[src/rtl/xfer_pkg.sv]
package xfer_pkg;
    localparam int WORD_W  = 24;
    localparam int ADDR_W  = 16;
    localparam int CHAR_W  = 6;
    localparam int CPW     = WORD_W / CHAR_W;
    localparam int CIDX_W  = $clog2(CPW);
    localparam int SEL_W   = 2;
    localparam int PTR_Y_W = 12;
    localparam int STAT_W  = 12;
    localparam int CMD_W   = 2 * CHAR_W;

    typedef enum logic [2:0] {
        S_IDLE, S_FETCH, S_CMD, S_RDW, S_TX, S_RX, S_WRW, S_STAT
    } state_e;

    typedef struct packed {
        logic inv_chan;
        logic zero_cnt;
        logic aborted;
        logic par_err;
    } flags_t;

    function automatic logic odd_par(input logic [CHAR_W-1:0] c);
        return ~(^c);
    endfunction

    function automatic logic [STAT_W-1:0] pack_status(input flags_t f);
        return {{(STAT_W-4){1'b0}}, f};
    endfunction
endpackage

[src/rtl/xfer_chan_mux.sv]
module xfer_chan_mux
    import xfer_pkg::*;
#(
    parameter int NCH = 4
) (
    input  logic                  clk,
    input  logic                  rst,
    input  logic [SEL_W-1:0]      sel_i,
    input  logic                  en_i,
    input  logic                  tx_valid_i,
    input  logic [CHAR_W-1:0]     tx_char_i,
    output logic                  tx_ready_o,
    input  logic                  rx_ready_i,
    output logic                  rx_valid_o,
    output logic [CHAR_W-1:0]     rx_char_o,
    output logic                  rx_perr_o,
    output logic [NCH-1:0]        ch_tx_valid_o,
    output logic [NCH*CHAR_W-1:0] ch_tx_char_o,
    output logic [NCH-1:0]        ch_tx_par_o,
    input  logic [NCH-1:0]        ch_tx_ready_i,
    input  logic [NCH-1:0]        ch_rx_valid_i,
    input  logic [NCH*CHAR_W-1:0] ch_rx_char_i,
    input  logic [NCH-1:0]        ch_rx_par_i,
    output logic [NCH-1:0]        ch_rx_ready_o
);
    logic rx_par_sel;

    for (genvar g = 0; g < NCH; g++) begin : g_ch
        wire hit = en_i && (sel_i == SEL_W'(g));
        assign ch_tx_valid_o[g]                 = hit && tx_valid_i;
        assign ch_tx_char_o[g*CHAR_W +: CHAR_W] = tx_char_i;
        assign ch_tx_par_o[g]                   = odd_par(tx_char_i);
        assign ch_rx_ready_o[g]                 = hit && rx_ready_i;

        // every character offered to a channel has odd total ones
        a_r6_tx_odd: assert property (@(posedge clk) disable iff (rst)
            ch_tx_valid_o[g] |-> (^{ch_tx_char_o[g*CHAR_W +: CHAR_W], ch_tx_par_o[g]}));
    end

    always_comb begin
        tx_ready_o = 1'b0;
        rx_valid_o = 1'b0;
        rx_char_o  = '0;
        rx_par_sel = 1'b1;
        for (int i = 0; i < NCH; i++) begin
            if (en_i && sel_i == SEL_W'(i)) begin
                tx_ready_o = ch_tx_ready_i[i];
                rx_valid_o = ch_rx_valid_i[i];
                rx_char_o  = ch_rx_char_i[i*CHAR_W +: CHAR_W];
                rx_par_sel = ch_rx_par_i[i];
            end
        end
    end

    assign rx_perr_o = ~(^{rx_char_o, rx_par_sel});

    // at most one channel is driven in any cycle
    a_r8_one_channel: assert property (@(posedge clk) disable iff (rst)
        $onehot0(ch_tx_valid_o) && $onehot0(ch_rx_ready_o));
endmodule

[src/rtl/xfer_seq.sv]
module xfer_seq
    import xfer_pkg::*;
#(
    parameter int                NCH      = 4,
    parameter logic [ADDR_W-1:0] PTR_ADDR = 16'h0019
) (
    input  logic               clk,
    input  logic               rst,
    input  logic               start_i,
    input  logic [WORD_W-1:0]  start_ptr_i,
    input  logic [SEL_W-1:0]   chan_sel_i,
    input  logic               abort_i,
    input  logic               act_int_i,
    output logic               busy_o,
    output logic               irq_o,
    output logic               mem_req_o,
    output logic               mem_we_o,
    output logic [ADDR_W-1:0]  mem_addr_o,
    output logic [WORD_W-1:0]  mem_wdata_o,
    input  logic               mem_gnt_i,
    input  logic [WORD_W-1:0]  mem_rdata_i,
    output logic [SEL_W-1:0]   sel_o,
    output logic               chan_en_o,
    output logic               tx_valid_o,
    output logic [CHAR_W-1:0]  tx_char_o,
    input  logic               tx_ready_i,
    input  logic               rx_valid_i,
    input  logic [CHAR_W-1:0]  rx_char_i,
    input  logic               rx_perr_i,
    output logic               rx_ready_o
);
    localparam logic [CIDX_W-1:0] CIDX_LAST = CIDX_W'(CPW - 1);

    state_e              st;
    logic [PTR_Y_W-1:0]  ptr_y;
    logic [CMD_W-1:0]    cmd;
    logic [ADDR_W-1:0]   cnt, addr;
    logic [1:0]          fidx;
    logic [CIDX_W-1:0]   cidx;
    logic [WORD_W-1:0]   shreg;
    flags_t              flg;
    logic [SEL_W-1:0]    sel;
    logic                int_en, irq;

    wire unused_hi = ^{mem_rdata_i[WORD_W-1:ADDR_W], start_ptr_i[WORD_W-1:PTR_Y_W]};
    wire dir_in    = cmd[CHAR_W-1];
    wire mem_fire  = mem_req_o && mem_gnt_i;
    wire tx_fire   = tx_valid_o && tx_ready_i;
    wire rx_fire   = rx_ready_o && rx_valid_i;

    always_comb begin
        mem_req_o   = (st == S_FETCH) || (st == S_RDW) || (st == S_WRW) || (st == S_STAT);
        mem_we_o    = (st == S_WRW) || (st == S_STAT);
        case (st)
            S_FETCH: mem_addr_o = ADDR_W'(ptr_y) + ADDR_W'(fidx);
            S_STAT:  mem_addr_o = PTR_ADDR;
            default: mem_addr_o = addr;
        endcase
        mem_wdata_o = (st == S_STAT) ? {pack_status(flg), ptr_y} : shreg;
        tx_valid_o  = (st == S_CMD) || (st == S_TX);
        if (st == S_CMD)
            tx_char_o = cidx[0] ? cmd[CHAR_W-1:0] : cmd[CMD_W-1:CHAR_W];
        else
            tx_char_o = shreg[WORD_W-1 -: CHAR_W];
        rx_ready_o  = (st == S_RX);
    end

    assign busy_o    = (st != S_IDLE);
    assign irq_o     = irq;
    assign sel_o     = sel;
    assign chan_en_o = !flg.inv_chan;

    always_ff @(posedge clk) begin
        if (rst) begin
            st     <= S_IDLE;
            ptr_y  <= '0;
            cmd    <= '0;
            cnt    <= '0;
            addr   <= '0;
            fidx   <= '0;
            cidx   <= '0;
            shreg  <= '0;
            flg    <= '0;
            sel    <= '0;
            int_en <= 1'b0;
            irq    <= 1'b0;
        end else begin
            irq <= 1'b0;
            if (act_int_i) int_en <= 1'b1;
            if (abort_i && st != S_IDLE && st != S_STAT) begin
                flg.aborted <= 1'b1;
                st          <= S_STAT;
            end else begin
                case (st)
                    S_IDLE: if (start_i) begin
                        ptr_y <= start_ptr_i[PTR_Y_W-1:0];
                        sel   <= chan_sel_i;
                        flg   <= '{inv_chan: (int'(chan_sel_i) >= NCH), zero_cnt: 1'b0,
                                   aborted: 1'b0, par_err: 1'b0};
                        fidx  <= '0;
                        cidx  <= '0;
                        st    <= S_FETCH;
                    end
                    S_FETCH: if (mem_fire) begin
                        case (fidx)
                            2'd0:    cmd  <= mem_rdata_i[CMD_W-1:0];
                            2'd1:    cnt  <= mem_rdata_i[ADDR_W-1:0];
                            default: addr <= mem_rdata_i[ADDR_W-1:0];
                        endcase
                        fidx <= fidx + 2'd1;
                        if (fidx == 2'd2) st <= flg.inv_chan ? S_STAT : S_CMD;
                    end
                    S_CMD: if (tx_fire) begin
                        cidx <= cidx + 1'b1;
                        if (cidx[0]) begin
                            cidx <= '0;
                            if (cnt == '0) begin
                                flg.zero_cnt <= 1'b1;
                                st           <= S_STAT;
                            end else begin
                                st <= dir_in ? S_RX : S_RDW;
                            end
                        end
                    end
                    S_RDW: if (mem_fire) begin
                        shreg <= mem_rdata_i;
                        st    <= S_TX;
                    end
                    S_TX: if (tx_fire) begin
                        shreg <= shreg << CHAR_W;
                        cidx  <= cidx + 1'b1;
                        if (cidx == CIDX_LAST) begin
                            cidx <= '0;
                            cnt  <= cnt - 1'b1;
                            addr <= addr + 1'b1;
                            st   <= (cnt == ADDR_W'(1)) ? S_STAT : S_RDW;
                        end
                    end
                    S_RX: if (rx_fire) begin
                        shreg <= {shreg[WORD_W-CHAR_W-1:0], rx_char_i};
                        if (rx_perr_i) flg.par_err <= 1'b1;
                        cidx  <= cidx + 1'b1;
                        if (cidx == CIDX_LAST) begin
                            cidx <= '0;
                            st   <= S_WRW;
                        end
                    end
                    S_WRW: if (mem_fire) begin
                        cnt  <= cnt - 1'b1;
                        addr <= addr + 1'b1;
                        st   <= (cnt == ADDR_W'(1)) ? S_STAT : S_RX;
                    end
                    S_STAT: if (mem_fire) begin
                        st  <= S_IDLE;
                        irq <= int_en;
                    end
                    default: st <= S_IDLE;
                endcase
            end
        end
    end

    // control-block fetch never writes memory
    a_r1_fetch_reads: assert property (@(posedge clk) disable iff (rst)
        (st == S_FETCH && mem_req_o) |-> !mem_we_o);

    // an ungranted request holds its address and direction
    a_r7_req_held: assert property (@(posedge clk) disable iff (rst)
        (mem_req_o && !mem_gnt_i && !abort_i) |=>
            (mem_req_o && $stable(mem_addr_o) && $stable(mem_we_o)));

    // an unaccepted character stays offered unchanged
    a_r8_tx_held: assert property (@(posedge clk) disable iff (rst)
        (tx_valid_o && !tx_ready_i && !abort_i) |=> (tx_valid_o && $stable(tx_char_o)));

    // busy only drops right after the pointer write was granted
    a_r10_busy_release: assert property (@(posedge clk) disable iff (rst)
        $fell(busy_o) |-> $past(mem_req_o && mem_gnt_i && mem_we_o && mem_addr_o == PTR_ADDR));

    // the interrupt pulse only appears once the block is idle
    a_r10_irq_idle: assert property (@(posedge clk) disable iff (rst)
        irq_o |-> !busy_o);
endmodule

[src/rtl/xfer_ctrl.sv]
module xfer_ctrl
    import xfer_pkg::*;
#(
    parameter int                NCH      = 4,
    parameter logic [ADDR_W-1:0] PTR_ADDR = 16'h0019
) (
    input  logic                  clk,
    input  logic                  rst,
    input  logic                  start_i,
    input  logic [WORD_W-1:0]     start_ptr_i,
    input  logic [SEL_W-1:0]      chan_sel_i,
    input  logic                  abort_i,
    input  logic                  act_int_i,
    output logic                  busy_o,
    output logic                  irq_o,
    output logic                  mem_req_o,
    output logic                  mem_we_o,
    output logic [ADDR_W-1:0]     mem_addr_o,
    output logic [WORD_W-1:0]     mem_wdata_o,
    input  logic                  mem_gnt_i,
    input  logic [WORD_W-1:0]     mem_rdata_i,
    output logic [NCH-1:0]        tx_valid_o,
    output logic [NCH*CHAR_W-1:0] tx_char_o,
    output logic [NCH-1:0]        tx_par_o,
    input  logic [NCH-1:0]        tx_ready_i,
    input  logic [NCH-1:0]        rx_valid_i,
    input  logic [NCH*CHAR_W-1:0] rx_char_i,
    input  logic [NCH-1:0]        rx_par_i,
    output logic [NCH-1:0]        rx_ready_o
);
    logic [SEL_W-1:0]  sel;
    logic              chan_en, tx_valid, tx_ready, rx_valid, rx_ready, rx_perr;
    logic [CHAR_W-1:0] tx_char, rx_char;

    xfer_seq #(.NCH(NCH), .PTR_ADDR(PTR_ADDR)) seq_i (
        .clk, .rst, .start_i, .start_ptr_i, .chan_sel_i, .abort_i, .act_int_i,
        .busy_o, .irq_o, .mem_req_o, .mem_we_o, .mem_addr_o, .mem_wdata_o,
        .mem_gnt_i, .mem_rdata_i,
        .sel_o(sel), .chan_en_o(chan_en),
        .tx_valid_o(tx_valid), .tx_char_o(tx_char), .tx_ready_i(tx_ready),
        .rx_valid_i(rx_valid), .rx_char_i(rx_char), .rx_perr_i(rx_perr),
        .rx_ready_o(rx_ready)
    );

    xfer_chan_mux #(.NCH(NCH)) mux_i (
        .clk, .rst, .sel_i(sel), .en_i(chan_en),
        .tx_valid_i(tx_valid), .tx_char_i(tx_char), .tx_ready_o(tx_ready),
        .rx_ready_i(rx_ready), .rx_valid_o(rx_valid), .rx_char_o(rx_char),
        .rx_perr_o(rx_perr),
        .ch_tx_valid_o(tx_valid_o), .ch_tx_char_o(tx_char_o), .ch_tx_par_o(tx_par_o),
        .ch_tx_ready_i(tx_ready_i), .ch_rx_valid_i(rx_valid_i), .ch_rx_char_i(rx_char_i),
        .ch_rx_par_i(rx_par_i), .ch_rx_ready_o(rx_ready_o)
    );
endmodule

[config.mk]
export PLATFORM = sky130hd
export DESIGN_NAME = xfer_ctrl
export DESIGN_NICKNAME = d
export VERILOG_FILES = /design/src/rtl/xfer_pkg.sv /design/src/rtl/xfer_chan_mux.sv /design/src/rtl/xfer_seq.sv /design/src/rtl/xfer_ctrl.sv
export SDC_FILE = /design/constraint.sdc
export NUM_CORES = 1
export LEC_CHECK = 0
export CAP_MARGIN = 20
export CORE_AREA = 5 5 151 139
export CTS_BUF_LIST = sky130_fd_sc_hd__clkbuf_4 sky130_fd_sc_hd__clkbuf_8 sky130_fd_sc_hd__clkbuf_16
export DETAILED_ROUTE_END_ITERATION = 8
export DIE_AREA = 0 0 156 144
export PLACE_DENSITY_LB_ADDON = 0.15
export SETUP_SLACK_MARGIN = 0.02
export SLEW_MARGIN = 20
export SYNTH_ARGS = -nofsm -noshare
export SYNTH_HDL_FRONTEND = slang
export SYNTH_HIERARCHICAL = 1
export SYNTH_SLANG_ARGS = --single-unit
[constraint.sdc]
create_clock -name clk -period 3.4 [get_ports clk]
set_input_delay 0.68 -clock clk [delete_from_list [all_inputs] [get_ports clk]]
set_output_delay 0.68 -clock clk [all_outputs]
set_load 0.02 [all_outputs]
==> run_results.csv, run 1 <==
group,metric,value,unit
outcome,outcome,"finished, final reports clean",
placed_design,postPlaceCellArea,0.00824,mm2
sta,tightest_slew,0.936,ns
sta,setup_viol,0,
sta,min_period,3.23,ns
placed_design,hpwlAfterDp,16300,um
routing,route.vias.total,6438,
routing,vias_per_cell,5.27,
routing,drc_errors,0,
min_path,hp-class,"reg2reg",
sta,finClkSkew,0.0114,ns
yosys,ys.flop_type,"dfxtp_1",
cells_and_area,n_antenna_cell,0,
yosys,synth_enable_flop_cells,0,
clock_tree,clk_pin_slew,0.07,ns
pwr,ir_worst_vdd,0.607,mV
cells_and_area,fill_cells,2004,
global_routing,grt_pass1_wl,34200,um
sta,tns,0,ns
yosys,synthCells,848,
pwr,clock_power_share,0.136,
global_routing,grt_max_degree,53,
cells_and_area,finalNetCount,1066,
routing,wl,21900,um
worst_setup_path,start_kind,"register",
floorplan,rows,49,
floorplan,fp.dieW,156,um
pwr,power_switching,3.60,mW
clock_tree,numClockSinks,94,
sta,max_freq,310,MHz
min_path,hold_depth,2,
worst_setup_path,r2r_slack,0.63,ns
yosys,synth_nets,952,
cells_and_area,drive_gt1_frac,0.103,
global_routing,track_usage,0.193,
min_path,min_to,"seq_i/int_en",
routing,antenna_left,0,
pwr,powerDensity,882,mW/mm2
pwr,p_sw_frac,0.477,
sta,maxSlewViolCount,0,
worst_setup_path,crit_required,2.72,ns
yosys,synth_cell_types,83,
flow_run,drv_cap,0,
yosys,synthesis.area,0.00661,mm2
floorplan,design.core.area,0.0194,mm2
sta,rsz0062_at_grt,"false",
sta,fin_crit_sh,0.950,
clock_tree,cts-root-buf,"clkbuf_16",
cells_and_area,final_common_cell,"nand2_1",
yosys,synth_seq_cells,94,
sta,hold_viol,0,
pwr,intPower,3.94,mW
routing,first_pass_iters,5,
pwr,seq_power_share,0.220,
routing,drt_iter0_markers,457,
floorplan,io_pins,172,
cells_and_area,final_cell_area,0.00855,mm2
pwr,p_leak,3.10,nW
clock_tree,clkLatencyLatePin,0.36,ns
global_routing,overflow,0,
worst_setup_path,rr_endpoint,"seq_i/cnt[2]",
yosys,ys_warn_count,6,
worst_setup_path,arrival,2.55,ns
worst_setup_path,worst_setup_path_end_kind,"primary output",
worst_setup_path,path_max_fanout,23,
cells_and_area,final_cell_mix,"nand2_1 (175), clkdlybuf4s50_1 (150), dfxtp_1 (93)",
worst_setup_path,r2r_cells,8,
sta,slew_headroom,0.376,
clock_tree,cts-buffers-inserted,9,
pwr,p_comb_frac,0.644,
clock_tree,holdBufCountCts,0,
placed_design,port_buffers,159,
floorplan,die_y,144,um
yosys,ys_seq_area_frac,0.285,
worst_setup_path,path_class,"reg2out",
global_routing,antenna_found_initial,0,
global_routing,grt_pass1_vias,5991,
cells_and_area,final_util,0.440,
clock_tree,clockBufferDepth,2,
worst_setup_path,r2r_start,"seq_i/sel_o[0]",
cells_and_area,syn2layout_area_growth,29.4,%
floorplan,dieArea,0.0225,mm2
clock_tree,h-tree-depth,3,
floorplan,start_util,0.340,
clock_tree,cts_tree,"built",
yosys,syn_area_per_cell,7.80,um2
routing,wl_per_cell,17.9,um
yosys,async_reset_ff_frac,0,
min_path,worst_hold_startpoint,"seq_i/int_en",
placed_design,gp_congestion,0.848,
-- critical path: stages (launching register included) --
cell,delay [ns]
dfxtp_1,0.34
buf_4,0.27
inv_2,0.14
nand3_2,0.29
nand2_1,0.22
o22ai_1,0.27
clkdlybuf4s50_1,0.66
-- Yosys cell counts, drive strengths merged, types with 7 or more instances --
library cell / n / area share
nand2: 175 / 0.099
dfxtp: 94 / 0.28
nor2: 89 / 0.051
buf: 64 / 0.069
a21oi: 54 / 0.041
o21ai: 36 / 0.028
a311oi: 25 / 0.053
clkbuf: 24 / 0.014
and2: 23 / 0.022
mux2i: 23 / 0.035
nand3: 23 / 0.018
nor3: 19 / 0.015
inv: 18 / 0.010
nand2b: 15 / 0.014
xnor2: 14 / 0.020
ha: 11 / 0.021
a31oi: 10 / 0.0095
mux4: 9 / 0.033
o211ai: 9 / 0.013
o32ai: 9 / 0.014
o31ai: 8 / 0.0091
or3: 8 / 0.0083
a211oi: 7 / 0.0098
-- cells by family (layout without fill, tap and decap cells) --
logic type,count (synthesis),count (layout),share of synthesized area
other cells,1,1,0.000567
mux,34,34,0.0717
buf+inv,107,226,0.0937
compound gates,203,203,0.237
simple gates,378,378,0.262
xor+xnor,19,19,0.0263
flops,94,94,0.285
fa+ha+maj,12,12,0.0238
-- repair_timing --
action                     4_1_cts  5_1_grt
buffers inserted                 0        0
pin swaps                        0        0
cloned                           0        0
setup endpoints to repair        4        7
gates resized for setup          3        8
-- layout make-up --
class | count | area [um2] | share of cell area
Multi-Input combinational cell | 647 | 4120 | 0.482
Sequential cell | 94 | 1880 | 0.220
Timing Repair Buffer | 191 | 1860 | 0.218
Tap cell | 255 | 319 | 0.0373
Clock buffer | 9 | 225 | 0.0263
Clock inverter | 7 | 72.6 | 0.00848
Inverter | 19 | 71.3 | 0.00834
-- power by group through the flow --
stage                     clock, mW  combinational [mW]  sequential [mW]
after detailed placement          0                4.96             1.68
after floorplan                   0                3.60             1.58
final                          1.03                4.85             1.66
after global placement            0                4.95             1.68
after CTS                      1.05                4.87             1.66
after global routing           1.10                5.24             1.70
-- state kept, by name (all words and copies together), names as in the netlist --
register and flops:
seq_i/addr 16, seq_i/cidx 2, seq_i/cmd 12, seq_i/cnt 16, seq_i/fidx 2, seq_i/flg 3
seq_i/int_en 1, seq_i/irq_o 1, seq_i/ptr_y 12, seq_i/sel_o 2, seq_i/shreg 24, seq_i/st 3
-- layer usage --
metal,vias to the layer above,wire (um),track usage
li1,3190,-,-
met1,2997,10500,0.284
met2,226,9440,0.284
met3,25,1340,0.0341
met4,0,595,0.0686
met5,-,0,0
-- how the worst max path moves through the flow --
stage	depth (start not counted)	endpoint	from	slack [ns]
3_5_place_dp	9	seq_i/cnt[2]	tx_ready_i[2]	0.30
4_1_cts	9	tx_par_o[2]	seq_i/st[1]	0.03
5_1_grt	6	mem_addr_o[2]	seq_i/st[2]	0.03
2_1_floorplan	10	tx_par_o[1]	seq_i/st[0]	0.11
6_report	6	mem_addr_o[2]	seq_i/st[2]	0.17
3_3_place_gp	9	seq_i/cnt[2]	tx_ready_i[2]	0.33
-- through the flow --
| stage | power, mW | hold slack (ns) | worst slack (ns) | instances |
|---|---|---|---|---|
| finish | 7.54 | 0.468 | 0.169 | 1222 |
| global route | 8.04 | 0.488 | 0.0271 | 1222 |
| CTS | 7.58 | 0.470 | 0.0329 | 1222 |
| detailed placement | 6.64 | 0.456 | 0.299 | 1206 |
| global placement | 6.62 | 0.440 | 0.329 | 1206 |
| floorplan | 5.18 | 0.429 | 0.113 | 848 |
(Power assumes the default switching activity.)
==> run 2, diff against run 1 <==
Settings changed: CORE_AREA 5 5 151 139 to 2 2 148 136, DIE_AREA 0 0 156 144 to 0 0 150 138.
==> run 2 against run 1 <==
Effect of this change: via count up 0.39%; die area down 7.9%; non-clock buffer count down 1; critical path depth up 1; core utilization up 0.081 points; total power down 0.69%; first-iteration DRC count up 11%; global-route usage up 1.5 points; worst setup slack worse by 0.00084 ns; flip-flop and latch count unchanged; clock power about the same; count of clock-buffer cells in the layout unchanged.
==> run_results.csv, run 2 (same netlist as run 1, synthesis figures left out) <==
group,metric,value,unit
flow_run,drv_cap,0,
routing,drc_errors,0,
placed_design,gp_congestion,0.837,
placed_design,place_ws,0.311,ns
pwr,p_leak,3.07,nW
clock_tree,h-tree-depth,3,
cells_and_area,final_cell_mix,"nand2_1 (175), clkdlybuf4s50_1 (151), dfxtp_1 (93)",
routing,first_pass_iters,6,
routing,route.vias.total,6463,
sta,tightest_slew,0.743,ns
sta,setup_slack,0.168,ns
global_routing,antenna_found_initial,0,
worst_setup_path,path_class,"reg2out",
worst_setup_path,critPathLaunch,"seq_i/ptr_y[0]",
cells_and_area,drive_gt1_frac,0.104,
sta,min_period,3.23,ns
clock_tree,cts-root-buf,"clkbuf_16",
sta,setup_viol,0,
cells_and_area,reg_top3,"seq_i/shreg (24), seq_i/addr (16), seq_i/cnt (16)",
floorplan,dieArea,0.0207,mm2
cells_and_area,syn2layout_area_growth,29.2,%
clock_tree,clk_pin_slew,0.07,ns
pwr,powerDensity,877,mW/mm2
routing,vias_per_cell,5.29,
global_routing,overflow,0,
cells_and_area,regMostFlops,"seq_i/shreg",
cells_and_area,final_util,0.441,
global_routing,grt_max_degree,50,
cells_and_area,final_common_cell,"nand2_1",
sta,max_freq,309,MHz
placed_design,port_buffers,159,
global_routing,track_usage,0.208,
routing,drt_iter0_markers,505,
floorplan,design.core.area,0.0194,mm2
clock_tree,clockBufferDepth,2,
worst_setup_path,crit_required,2.72,ns
sta,rsz0062_at_grt,"false",
global_routing,grt_pass1_wl,33900,um
min_path,worst_hold_startpoint,"seq_i/int_en",
worst_setup_path,start_kind,"register",
worst_setup_path,path_max_fanout,3,
floorplan,io_pins,172,
floorplan,rows,49,
worst_setup_path,arrival,2.55,ns
routing,wl_per_cell,17.8,um
clock_tree,cts-buffers-inserted,9,
worst_setup_path,worst_setup_path_end_kind,"primary output",
sta,hold_viol,0,
sta,slew_headroom,0.500,
cells_and_area,largest_reg_flops,24,
routing,antenna_left,0,
floorplan,start_util,0.341,
clock_tree,cts_tree,"built",
sta,tns,0,ns
cells_and_area,finalNetCount,1065,
sta,maxSlewViolCount,0,
min_path,hp-class,"reg2reg",
worst_setup_path,r2r_start,"seq_i/sel_o[0]",
placed_design,hpwlAfterDp,16100,um
outcome,outcome,"finished, final reports clean",
floorplan,die_y,138,um
pwr,ir_worst_vdd,0.691,mV
floorplan,fp.dieW,150,um
clock_tree,clkLatencyLatePin,0.36,ns
routing,wl,21700,um
global_routing,grt_pass1_vias,6062,
cells_and_area,n_antenna_cell,0,
sta,finClkSkew,0.0121,ns
sta,whs,0.474,ns
sta,fin_crit_sh,0.950,
clock_tree,numClockSinks,94,
[run 2: cell types whose count changed in the layout (fill, tap and decap cells not counted), sizes merged]
cell,change
dlymetal6s2s,-2
buf,-1
clkdlybuf4s50,+1
clkinv,+1
dlygate4sd2,+1
inv,-1
[run 2: final timing paths]
| kind | endpoint | slack [ns] | depth (start not counted) |
|---|---|---|---|
| hold reg to reg | seq_i/irq_o | 0.47 | 1 |
| setup reg to reg | seq_i/flg[0] | 0.75 | 9 |
| setup / recovery | mem_addr_o[6] | 0.17 | 7 |
| hold / removal | seq_i/irq_o | 0.47 | 1 |
[run 2: repair_timing]
action,in CTS,in global routing
setup endpoints to repair,15,8
resized for setup,5,7
buffers inserted,0,0
pin swaps,0,0
hold buffers,0,0
[run 2: per-layer routing]
layer	part of all wire	routed length [um]	up-vias	track usage
met5	0	0	-	0
met4	0.014	297	0	0.0432
met3	0.057	1230	18	0.0399
met2	0.45	9700	183	0.316
met1	0.48	10500	3063	0.305
li1	-	-	3199	-
[run 2: layout make-up]
class / count / area [um2]
tap: 255 / 319
multi-input combinational: 647 / 4130
timing repair buffer: 190 / 1850
inverter: 19 / 71.3
clock buffer: 9 / 225
sequential: 94 / 1880
fill: 2033 / 10800
clock inverter: 7 / 65.1
[run 2: power by group]
| group | total (mW) | switching [mW] | leakage, nW | internal, mW |
|---|---|---|---|---|
| combinational | 4.81 | 2.78 | 2.17 | 2.03 |
| sequential | 1.67 | 0.299 | 0.766 | 1.37 |
| clock | 1.01 | 0.493 | 0.140 | 0.513 |
[run 2: through the flow]
stage | instances | power [mW] | instance area [um2]
6_report | 1221 | 7.49 | 8540
5_1_grt | 1221 | 7.99 | 8540
4_1_cts | 1221 | 7.51 | 8520
3_5_place_dp | 1205 | 6.62 | 8230
3_3_place_gp | 1205 | 6.59 | 8230
2_1_floorplan | 848 | 5.18 | 6610
[run 2: worst max-delay path: stages, from the launching register on]
cell and delay [ns]:
dfxtp_1 0.34, ha_1 0.23, fa_1 0.42, nand3_1 0.18, nor2_1 0.08, xnor2_1 0.12
o21ai_0 0.19, clkdlybuf4s50_1 0.64
==> run 3, diff against run 2 <==
==> constraint.sdc (replaced) <==
create_clock -name clk -period 3.4 [get_ports clk]
set_input_delay 0.85 -clock clk [delete_from_list [all_inputs] [get_ports clk]]
set_output_delay 0.85 -clock clk [all_outputs]
set_load 0.02 [all_outputs]
==> run 3 against run 2 <==
Effect of this change: total power up 2.3%; register-to-register slack about the same; via count down 0.20%; largest power group unchanged.
==> run_results.csv, run 3 (same netlist as run 1, synthesis figures left out) <==
group,metric,value,unit
outcome,outcome,"finished, final reports clean",
global_routing,grt_max_degree,49,
floorplan,io_pins,172,
routing,first_pass_iters,7,
floorplan,rows,49,
min_path,hp-class,"reg2reg",
cells_and_area,reg_top3,"seq_i/shreg (24), seq_i/addr (16), seq_i/cnt (16)",
floorplan,die_y,138,um
worst_setup_path,crit_top_cell,"xnor2_1",
sta,tns,0,ns
worst_setup_path,crit_required,2.55,ns
cells_and_area,syn2layout_area_growth,31.1,%
floorplan,start_util,0.341,
placed_design,dp_cells,1213,
worst_setup_path,r2r_slack,0.75,ns
pwr,powerDensity,884,mW/mm2
floorplan,design.core.area,0.0194,mm2
pwr,total_power,7.66,mW
min_path,worst_hold_startpoint,"seq_i/int_en",
cells_and_area,n_antenna_cell,0,
cells_and_area,largest_reg_flops,24,
clock_tree,holdBufCountCts,0,
pwr,ir_worst_vdd,0.626,mV
routing,drc_errors,0,
placed_design,gp_congestion,0.861,
cells_and_area,drive_gt1_frac,0.114,
cells_and_area,fill_cells,2040,
routing,route.vias.total,6450,
global_routing,grt_pass1_wl,32900,um
worst_setup_path,r2r_cells,7,
routing,vias_per_cell,5.24,
routing,top_layer,"met4",
sta,max_freq,304,MHz
global_routing,antenna_found_initial,0,
sta,tightest_slew,0.826,ns
sta,min_period,3.29,ns
clock_tree,cts-buffers-inserted,9,
cells_and_area,final_cell_mix,"nand2_1 (175), clkdlybuf4s50_1 (144), dfxtp_1 (93)",
cells_and_area,regMostFlops,"seq_i/shreg",
worst_setup_path,cp_cell_sequence,"clkinv_1, nor3_1, buf_4, nor2_1, a21oi_1, xnor2_1, xnor2_1, xnor2_2, dlygate4sd2_1",
cells_and_area,final_common_cell,"nand2_1",
routing,wl_met3,1130,um
routing,wl_per_cell,17.4,um
cells_and_area,stdcell_count,1232,
worst_setup_path,start_kind,"register",
worst_setup_path,rr_endpoint,"seq_i/addr[14]",
sta,slew_headroom,0.449,
worst_setup_path,critPathMaxStageDelay,0.36,ns
sta,setup_viol,0,
clock_tree,clockBufferDepth,2,
min_path,min_to,"seq_i/int_en",
worst_setup_path,path_max_fanout,10,
cells_and_area,final_cell_area,0.00867,mm2
routing,antenna_left,0,
clock_tree,h-tree-depth,3,
routing,dr_wl_met2,9400,um
floorplan,fp.dieW,150,um
global_routing,track_usage,0.202,
sta,whs,0.474,ns
placed_design,hpwlAfterDp,16100,um
floorplan,dieArea,0.0207,mm2
clock_tree,numClockSinks,94,
sta,rsz0062_at_grt,"false",
routing,wl_met1,10500,um
worst_setup_path,worst_setup_path_end_kind,"primary output",
sta,maxSlewViolCount,0,
placed_design,port_buffers,159,
global_routing,overflow,0,
routing,wl,21400,um
global_routing,grt_pass1_vias,5905,
flow_run,drv_cap,0,
min_path,hold_depth,2,
cells_and_area,finalNetCount,1076,
worst_setup_path,path_class,"reg2out",
sta,finClkSkew,0.00688,ns
clock_tree,cts_tree,"built",
clock_tree,clkLatencyLatePin,0.36,ns
sta,fin_crit_sh,0.968,
sta,hold_viol,0,
pwr,p_leak,3.22,nW
placed_design,postPlaceCellArea,0.00830,mm2
routing,drt_iter0_markers,445,
clock_tree,clk_pin_slew,0.07,ns
clock_tree,cts-root-buf,"clkbuf_16",
worst_setup_path,r2r_start,"seq_i/sel_o[0]",
worst_setup_path,arrival,2.44,ns
worst_setup_path,crit_slowest_cell,"dlygate4sd2_1",
==> run 3: power breakdown <==
part	leakage, nW	switching [mW]	internal [mW]
Clock	0.156	0.498	0.590
Combinational	2.30	2.80	2.11
Sequential	0.766	0.290	1.37
Total	3.22	3.59	4.07
==> run 3: worst max path at each step <==
stage / slack (ns) / startpoint / endpoint / depth (start not counted)
finish: 0.11 / seq_i/st[1] / tx_par_o[1] / 9
CTS: 0.07 / seq_i/st[1] / tx_par_o[1] / 9
floorplan: 0.13 / seq_i/st[0] / tx_par_o[1] / 10
global placement: 0.17 / tx_ready_i[1] / seq_i/addr[15] / 8
global route: 0.02 / seq_i/st[1] / tx_par_o[3] / 9
detailed placement: 0.15 / tx_ready_i[1] / seq_i/addr[15] / 8
==> run 3: through the flow <==
step | setup WS, ns | util
floorplan | 0.131 | -
global placement | 0.167 | 0.428
detailed placement | 0.147 | 0.428
CTS | 0.0682 | 0.445
global route | 0.0210 | 0.447
finish | 0.109 | 0.447
==> run 3: cell type report <==
cell class	instances	area [um2]	area share
Multi-Input combinational cell	647	4140	0.478
Timing Repair Buffer	201	1940	0.224
Sequential cell	94	1880	0.217
Tap cell	255	319	0.0368
Clock buffer	9	225	0.0260
Clock inverter	7	90.1	0.0104
Inverter	19	71.3	0.00823
==> run 3: metal layers <==
layer | global-route usage | vias up
met2 | 0.298 | 186
li1 | - | 3222
met1 | 0.302 | 3025
met4 | 0.0596 | 0
met5 | 0 | -
met3 | 0.0320 | 17
==> run 3: worst max-delay path, delay by kind of cell, from the launching register on <==
kind            cells  cell delay (ns)
simple gates        2             0.26
flops               1             0.33
xor+xnor            3             0.60
compound gates      1             0.22
buf+inv             3             0.67
==> run 3: repair_timing <==
item	4_1_cts	5_1_grt
gates resized for setup	11	9
endpoints found under the setup margin	17	10
cloned	0	0
buffers inserted	0	3
